### src/rtl/pwm_trig_pkg.sv
package pwm_trig_pkg;

    typedef enum logic [1:0] {
        TRG_OFF  = 2'd0,
        TRG_OVF  = 2'd1,
        TRG_BOTH = 2'd2,
        TRG_RSVD = 2'd3
    } trig_mode_e;

    typedef struct packed {
        logic pwm;
    } pwm_state_t;

    // Mode 0 and the reserved code both mean "no triggering".
    function automatic logic mode_is_idle(trig_mode_e m);
        return (m == TRG_OFF) || (m == TRG_RSVD);
    endfunction

endpackage

### src/rtl/pwm_event_sel.sv
module pwm_event_sel
    import pwm_trig_pkg::*;
(
    input  logic       ovf_i,
    input  logic       mat_i,
    input  trig_mode_e mode_i,
    output logic       evt_o
);
    // Merging both strobes into one flag makes coincident events count once.
    always_comb begin
        unique case (mode_i)
            TRG_OVF:  evt_o = ovf_i;
            TRG_BOTH: evt_o = ovf_i | mat_i;
            default:  evt_o = 1'b0;
        endcase
    end
endmodule

### src/rtl/pwm_level_next.sv
module pwm_level_next (
    input  logic cur_i,
    input  logic evt_i,
    input  logic toggle_i,
    input  logic dflt_i,
    output logic lvl_o
);
    always_comb begin
        if (toggle_i) begin
            lvl_o = evt_i ? ~cur_i : cur_i;
        end else begin
            lvl_o = evt_i ? ~dflt_i : dflt_i;
        end
    end
endmodule

### src/rtl/pwm_trig_out.sv
module pwm_trig_out
    import pwm_trig_pkg::*;
#(
    parameter logic RESET_LEVEL = 1'b0
) (
    input  logic       clk,
    input  logic       rst_n,
    input  logic       ovf_i,
    input  logic       mat_i,
    input  logic       run_i,
    input  logic [1:0] trig_mode_i,
    input  logic       toggle_i,
    input  logic       dflt_i,
    input  logic       dir_in_i,
    input  logic       ctrl_wr_i,
    output logic       pwm_o
);
    trig_mode_e mode;
    logic       evt;
    logic       lvl_nxt;
    logic       idle;
    pwm_state_t st_d, st_q;

    assign mode = trig_mode_e'(trig_mode_i);
    assign idle = mode_is_idle(mode);

    pwm_event_sel u_evt (
        .ovf_i  (ovf_i),
        .mat_i  (mat_i),
        .mode_i (mode),
        .evt_o  (evt)
    );

    pwm_level_next u_lvl (
        .cur_i    (st_q.pwm),
        .evt_i    (evt),
        .toggle_i (toggle_i),
        .dflt_i   (dflt_i),
        .lvl_o    (lvl_nxt)
    );

    always_comb begin
        st_d = st_q;
        if (!dir_in_i) begin
            if (!run_i) begin
                st_d.pwm = dflt_i;
            end else if (ctrl_wr_i && idle) begin
                st_d.pwm = dflt_i;
            end else if (!idle) begin
                st_d.pwm = lvl_nxt;
            end
        end
    end

    always_ff @(posedge clk or negedge rst_n) begin
        if (!rst_n) begin
            st_q.pwm <= RESET_LEVEL;
        end else begin
            st_q <= st_d;
        end
    end

    assign pwm_o = st_q.pwm;

endmodule

### config.mk
export PLATFORM = sky130hd
export DESIGN_NAME = pwm_trig_out
export DESIGN_NICKNAME = d
export VERILOG_FILES = /design/src/rtl/pwm_trig_pkg.sv /design/src/rtl/pwm_event_sel.sv /design/src/rtl/pwm_level_next.sv /design/src/rtl/pwm_trig_out.sv
export SDC_FILE = /design/constraint.sdc
export NUM_CORES = 1
export LEC_CHECK = 0
export BUFFER_PORTS_ARGS = -buffer_cell sky130_fd_sc_hd__buf_2
export CAP_MARGIN = 20
export CORE_AREA = 5 5 42 44
export CTS_CLUSTER_DIAMETER = 30
export DETAILED_ROUTE_END_ITERATION = 12
export DIE_AREA = 0 0 47 49
export PLACE_DENSITY_LB_ADDON = 0.15
export SLEW_MARGIN = 0
export SYNTH_ARGS = -nofsm -noshare
export SYNTH_HDL_FRONTEND = slang
export SYNTH_HIERARCHICAL = 1
export SYNTH_SLANG_ARGS = --single-unit
### constraint.sdc
create_clock -name clk -period 1.4 [get_ports clk]
set_clock_uncertainty 0.15 [all_clocks]
set_input_delay 0.21 -clock clk [delete_from_list [all_inputs] [get_ports clk]]
set_output_delay 0.21 -clock clk [all_outputs]
set_load 0.05 [all_outputs]
## After elaboration in Yosys (flattened, before gate mapping)

Cells that the tools add are included.
Widths: inputs -> output; s select.

| storage, ports and cells | value |
|---|---|
| flip-flop bits (word level) | 1 |
| latch bits | 0 |
| memory bits (writable) | 0 |
| bits in read-only memories | 0 |
| input bits | 11 |
| output and inout port bits | 1 |
| memories | 0 |

| operators by class | value |
|---|---|
| add/sub/neg operators | 0 |
| $mul | 0 |
| div/mod/pow operators | 0 |
| order comparisons | 0 |
| equal/unequal tests | 5 |
| shift-type cells | 0 |
| muxes and demuxes | 7 |
| bitwise operators | 4 |
| reductions and logical operators | 4 |

Operators by type and width:

| operator | number |
|---|---|
| $mux 1 | 6 |
| $eq 2x2->1 const B | 2 |
| $ne 4x2->1 const B | 1 |
| $ne 3x2->1 const B | 1 |
| $not 1->1 | 3 |
| $reduce_and 3->1 | 1 |
| $eq 2x1->1 const B | 1 |
| $logic_not 2->1 | 1 |
| $pmux 1 s2 | 1 |
| $logic_and 1x1->1 | 1 |
| $logic_or 1x1->1 | 1 |
| $or 1x1->1 | 1 |

## Logic depth before layout (Yosys ltp)

Gate-level depths: netlist of run 1.

| depth | value |
|---|---|
| word-level depth | 7 |
| gate-level depth with buffers | 8 |
| depth with buffers taken out | 8 |

## Cells and area by module

Netlist of run 1, hierarchy kept.

Modules (own cells, without submodules):

| module | times used | cells each | area an instance (um^2) | seq. area each (um^2) |
|---|---|---|---|---|
| pwm_trig_out | 1 | 9 | 81.3 | 25.0 |
| pwm_event_sel | 1 | 7 | 46.3 | 0.0 |
| pwm_level_next | 1 | 2 | 18.8 | 0.0 |

## Worst setup path after synthesis of run 1

Ideal clock, no wire load.

| timing | value |
|---|---|
| path kind | register -> register |
| from | register st_q, in the netlist pwm_o |
| to | register st_q, in the netlist pwm_o |
| library setup time | 0.110 ns |
| data arrival time | 1.303 ns |
| required time | 1.140 ns |
| slack | -0.163 ns |
| stages on the path, launching flop included | 6 |
| path buffers | 0 |
| clock period less this slack | 1.563 ns |
| cell sequence | dfrtp_1 > mux2i_1 > xnor2_1 > nand2b_1 > mux2i_1 > o41ai_1 |

| between the ends | value |
|---|---|
| cells in the longest elaborated chain, start to end | 6 |

RTL lines:

| element | line | text |
|---|---|---|
| start: declaration | pwm_trig_out.sv:22 | `pwm_state_t st_d, st_q;` |
| start signal: assignment | pwm_trig_out.sv:59 | `st_q <= st_d;` |
| $not 1->1 | pwm_level_next.sv:10 | `lvl_o = evt_i ? ~cur_i : cur_i;` |
| $mux 1 | pwm_level_next.sv:10 |  |
| $mux 1 | pwm_level_next.sv:9 | `if (toggle_i) begin` |
| net lvl_nxt | pwm_trig_out.sv:20 | `logic lvl_nxt;` |
| $mux 1 | pwm_trig_out.sv:49 | `end else if (!idle) begin` |
| $mux 1 | pwm_trig_out.sv:47 | `end else if (ctrl_wr_i && idle) begin` |
| $mux 1 | pwm_trig_out.sv:45 | `if (!run_i) begin` |

The timed path passes the listed nets, and every way through them passes these cells. The select of a mux whose other input is x is not followed.
A chain may end at the register's enable or synchronous reset.

## Worst setup path after layout of run 1

| timing | value |
|---|---|
| from | input trig_mode_i[0] |
| to | register st_q, in the netlist pwm_o |

| between the ends | value |
|---|---|
| cells in the longest elaborated chain, start to end | 7 |

RTL lines:

| element | line | text |
|---|---|---|
| start: declaration | pwm_trig_out.sv:11 | `input logic [1:0] trig_mode_i,` |
| $eq 2x2->1 / $eq 2x1->1 (equally long branches) | pwm_event_sel.sv:11 | `unique case (mode_i)` |
| $pmux 1 s2 (*) | pwm_event_sel.sv:11 |  |
| net evt | pwm_trig_out.sv:19 | `logic evt;` |
| $mux 1 (*) | pwm_level_next.sv:12 | `lvl_o = evt_i ? ~dflt_i : dflt_i;` |
| $mux 1 (*) | pwm_level_next.sv:9 |  |
| net lvl_nxt | pwm_trig_out.sv:20 |  |
| $mux 1 (*) | pwm_trig_out.sv:49 |  |
| $mux 1 (*) | pwm_trig_out.sv:47 |  |
| $mux 1 (*) | pwm_trig_out.sv:45 |  |

The timed path passes the listed nets; every way through them passes the cells marked *. The select of a mux whose other input is x is not followed.

==> results.yml, run 1 <==
worst_hold_path:
  hold_path_end: "pwm_o"
  hp-class: "in -> reg"
  whs_path_depth: 2
  hold_path.startpoint: "dir_in_i"
finish:
  fin_nets: 48
  fill_cells: 162
  layout-drive-gt1-share_pct: 54.5
  largest_register_ffs: 1
  diodes: 0
  fin_cells: 49
  area_delta_synth_final_pct: 86.3
  stdcell_area_um2: 273
detailed_routing:
  avgRoutedWirePerCell_um: 8.76
  routed_via_density: 3.65
  detail-route-antenna-nets: 0
  drc: 0
  num_vias: 179
  drt_pass1_iterations: 3
  wl_um: 429
  drt_iter0_markers: 2
floorplan:
  die-area_um2: 2300
  io_pins: 12
  row_count: 14
  die_x_um: 47
  die_h_um: 49
  core_area_um2: 1400
  start_util_pct: 10.4
grt:
  grt_use_total_pct: 3.30
  antenna_found_initial: 0
  grt_pass1_vias: 163
  gr-total-overflow: 0
  grt_start_max_net_pins: 4
  grt_pass1_wl_um: 607
timing:
  period_share_pct: 109
  hold_violations: 0
  maxSlewHeadroom_pct: 72.4
  rsz0062_at_grt: "true"
  min_period_ps: 1530
  slew_viol_final: 0
  worstMarginPinSlew_ps: 408
  worst_slack_ps: -125
  holdWs_ps: 279
  max_freq_mhz: 656
  finalSetupViolCount: 1
placed_design:
  dpl_cell_area_um2: 245
  dpl.hpwl_um: 411
  portBuffers: 11
  gp_congestion: 0.598
  dpl.cell_count: 48
power_and_ir_drop:
  cellPowerDensity_nw_per_um2: 485
  pwr-share-seq_pct: 28.2
  p_clk_share_pct: 0
  p_sw_share_pct: 38.4
  comb_power_share_pct: 71.8
  intPower_w: 0.0000814
  vdd_ir_drop_max_uv: 191
  cellLeakagePower_nw: 0.138
  total_power_w: 0.000132
  switchingPower_w: 0.0000509
logic_synthesis:
  seq_area_frac_synth_pct: 17.1
  ys_ff_latch: 1
  synth_warnings: 6
  synthTopCellsByCount: "ha_1, inv_1, mux2i_1, nand2_1, nand2b_1"
  ys_types: 13
  synth-edff-count: 0
  async_reset_ff_share_pct: 100
  synthFlopType: "dfrtp_1"
  syn_nets: 31
  syn-cell-area_um2: 146
  synth_top_cell_by_area: "dfrtp_1"
  synth_cells: 18
  synth_area_leaders: "dfrtp_1, ha_1, mux2i_1"
  yosysTopAreaCellShare_pct: 17.1
  avgSynthCellArea_um2: 8.13
worst_setup_path:
  required_ps: 1130
  path_max_fanout: 3
  reg2reg_to: "pwm_o"
  reg2reg_from: "pwm_o"
  path_class: "in -> reg"
  r2r.worst_path.cells: 5
  arrival_ps: 1260
  critPathLaunchType: "primary input"
  r2r_slack_ps: 20
  endpoint_kind: "flop"
clocking:
  cts.clk_slew.worst_paths_ps: 0
  clk_latency_ps: 0
status:
  status: "finished with violations"
  violations: "negative setup slack"
flow_run:
  max-cap-violations: 0
==> how the worst max path moves through the flow <==
stage	startpoint	endpoint	slack [ps]	cells past startpoint
after floorplan	pwm_o	pwm_o	-50	5
after global placement	trig_mode_i[0]	pwm_o	-250	8
after detailed placement	trig_mode_i[0]	pwm_o	-310	8
after CTS	trig_mode_i[0]	pwm_o	-150	8
after global routing	trig_mode_i[1]	pwm_o	-200	9
final	trig_mode_i[0]	pwm_o	-130	8
==> repair_timing <==
item | CTS | global route
endpoints found under the setup margin | 1 | 1
hold buffers | 1 | 0
buffers inserted | 0 | 0
endpoints found under the hold margin | 1 | 0
resized for setup | 4 | 0
==> kinds of logic after synthesis <==
logic type,after synthesis,synth area share (%)
XOR/XNOR,2,12.0
flip-flops,1,17.1
AO/OA/AOI/OAI,3,12.8
adder cells (fa/ha/maj),2,17.1
AND/OR/NAND/NOR,6,22.2
buffers and inverters,2,5.13
multiplexers,2,13.7
==> final cells by class <==
cell class                 instances  area, µm²  area share, %
inverter                           2       7.51           2.75
timing repair buffer              15       93.8           34.4
sequential                         1       26.3           9.63
multi-input combinational         15        125           45.9
tap                               16       20.0           7.34
==> through the flow <==
step / setup slack (ps) / setup TNS (ps) / utilization, %
2_1_floorplan: -49.7 / -49.7 / -
3_3_place_gp: -245 / -245 / 17.5
3_5_place_dp: -310 / -310 / 17.5
4_1_cts: -154 / -154 / 19.5
5_1_grt: -204 / -204 / 19.5
6_report: -125 / -125 / 19.5
==> power groups by stage <==
| stage | clock network, W | registers [W] | logic [W] |
|---|---|---|---|
| finish | 0 | 0.0000373 | 0.0000950 |
| global route | 0 | 0.0000376 | 0.000102 |
| CTS | 0 | 0.0000372 | 0.0000958 |
| detailed placement | 0 | 0.0000372 | 0.0000859 |
| global placement | 0 | 0.0000366 | 0.0000817 |
| floorplan | 0 | 0.0000543 | 0.0000289 |
==> critical path, stage by stage <==
cell and delay, ps:
buf_6 80, inv_2 30, ha_1 290, a21oi_2 130
xnor2_1 120, nand2b_1 110, mux2i_1 70, o41ai_2 220
==> cells in the final DEF (no fill, tap or decap) <==
cell / instances
a21oi_2: 1
buf_2: 10
buf_4: 3
buf_6: 1
dfrtp_2: 1
dlygate4sd3_1: 1
ha_1: 2
inv_1: 1
inv_2: 1
mux2i_1: 2
nand2_1: 2
nand2b_1: 2
nor2_1: 1
nor4b_1: 1
o21ai_1: 1
o41ai_2: 1
xnor2_1: 1
xor2_1: 1
==> routing by layer <==
| metal | track usage (%) | vias up | part of all wire, % |
|---|---|---|---|
| met5 | 0 | - | 0 |
| met4 | 0 | 0 | 0 |
| met3 | 0 | 0 | 2.3 |
| met2 | 7.69 | 2 | 67 |
| met1 | 2.84 | 85 | 31 |
| li1 | - | 92 | - |
(Power assumes the default switching activity.)
==> inputs of run 2 (changes only) <==
Clock period 1.4 ns to 1.7 ns, I/O delays scaled along.
==> results.yml, run 2 (synthesized netlist as in run 1, its figures left out) <==
floorplan:
  row_count: 14
  core_area_um2: 1400
  die_x_um: 47
  die_h_um: 49
  die-area_um2: 2300
  io_pins: 12
  start_util_pct: 10.4
worst_setup_path:
  critPathTopFamily: "compound AO/OA/AOI/OAI gates"
  endpoint_kind: "flop"
  path_max_fanout: 3
  cp_slowest_cell: "o41ai_2"
  cp_slowest_stage_delay_ps: 220
  required_ps: 1440
  arrival_ps: 1250
  r2r.worst_path.cells: 5
  crit_buf_inv: 2
  crit_chain: "buf_6, inv_2, ha_2, nand2_1, a21oi_2, xnor2_1, nand2b_1, mux2i_1, o41ai_2"
  critPathLaunchType: "primary input"
  path_depth: 9
  path_class: "in -> reg"
worst_hold_path:
  hp-class: "in -> reg"
  whs_path_depth: 2
timing:
  min_period_ps: 1520
  maxSlewHeadroom_pct: 76.8
  worstMarginPinSlew_ps: 342
  timing.setup.tns_ps: 0
  finalSetupViolCount: 0
  slew_viol_final: 0
  hold_violations: 0
  rsz0062_at_grt: "false"
  period_share_pct: 89.3
  worst_slack_ps: 182
  max_freq_mhz: 659
placed_design:
  dpl_cell_area_um2: 229
  dp_slack_ps: -14.1
  gp_congestion: 0.582
  portBuffers: 11
grt:
  antenna_found_initial: 0
  grt_pass1_wl_um: 586
  grt_use_total_pct: 3.16
  grt_pass1_vias: 174
  gr-total-overflow: 0
  grt_start_max_net_pins: 5
finish:
  largest_register_ffs: 1
  stdcell_area_um2: 280
  diodes: 0
  layout_common_cells: "buf_2, nand2b_1, mux2i_1, nand2_1, buf_6"
  fill_cells: 165
  fin_nets: 46
  layout_commonest_cell: "buf_2"
  area_delta_synth_final_pct: 91.5
  layout-drive-gt1-share_pct: 58.1
detailed_routing:
  avgRoutedWirePerCell_um: 8.91
  drt_iter0_markers: 0
  routed_via_density: 3.57
  num_vias: 168
  wl_um: 419
  drt_pass1_iterations: 1
  drc: 0
  detail-route-antenna-nets: 0
flow_run:
  max-cap-violations: 0
status:
  status: "completed"
power_and_ir_drop:
  cellLeakagePower_nw: 0.129
  vdd_ir_drop_max_uv: 134
  cellPowerDensity_nw_per_um2: 378
clocking:
  cts.clk_slew.worst_paths_ps: 0
  clk_latency_ps: 0
[run 2: cell types whose count changed in the layout (fill, tap and decap cells not counted), sizes merged]
cell	previous run	this run
buf	14	12
[run 2: worst register-to-register path: stages, from the launching register on]
cell and delay (ps):
dfrtp_1 380, mux2i_1 190, xnor2_1 130, nand2b_1 110
mux2i_1 70, o41ai_2 220
[run 2: final cells by class]
cell class	count	area, µm²	area share [%]
Multi-Input combinational cell	15	140	50.0
Timing Repair Buffer	13	85.1	30.4
Sequential cell	1	25.0	8.93
Tap cell	16	20.0	7.14
Inverter	2	10.0	3.57
[run 2: power by group]
group | internal (W) | switching [W] | total [W]
clock | 0 | 0 | 0
sequential | 0.0000279 | 0.00000338 | 0.0000313
combinational | 0.0000362 | 0.0000385 | 0.0000748
[run 2: repair_timing]
item | in CTS | in global routing
endpoints found under the setup margin | 1 | 1
pin swaps | 5 | 1
hold buffers | 1 | 0
endpoints found under the hold margin | 1 | 0
resized for setup | 9 | 1
gates cloned | 0 | 0
setup buffers | 0 | 0
[run 2: stage by stage]
stage | power [W] | hold WS, ps | utilization (%) | std cells
after CTS | 0.000104 | 306 | 19.5 | 47
after detailed placement | 0.0000929 | -116 | 16.3 | 46
final | 0.000106 | 334 | 20.0 | 47
after global routing | 0.000113 | 355 | 20.0 | 47
after floorplan | 0.0000677 | -191 | - | 18
after global placement | 0.0000901 | -118 | 16.3 | 46
[run 2: worst paths after layout]
kind                                startpoint     to  slack [ps]
worst max-delay path            trig_mode_i[1]  pwm_o         180
worst min-delay path                  dir_in_i  pwm_o         330
worst max register to register           pwm_o  pwm_o         330
worst min register to register           pwm_o  pwm_o         390
max in group asynchronous                rst_n  pwm_o         900
min in group asynchronous                rst_n  pwm_o         420
[run 2: layer usage]
layer,vias to the layer above,GRT usage [%],share of wire [%]
met5,-,0,0
met4,0,0,0
met3,0,0,2.4
met2,2,7.47,70
met1,77,2.62,27
li1,89,-,-
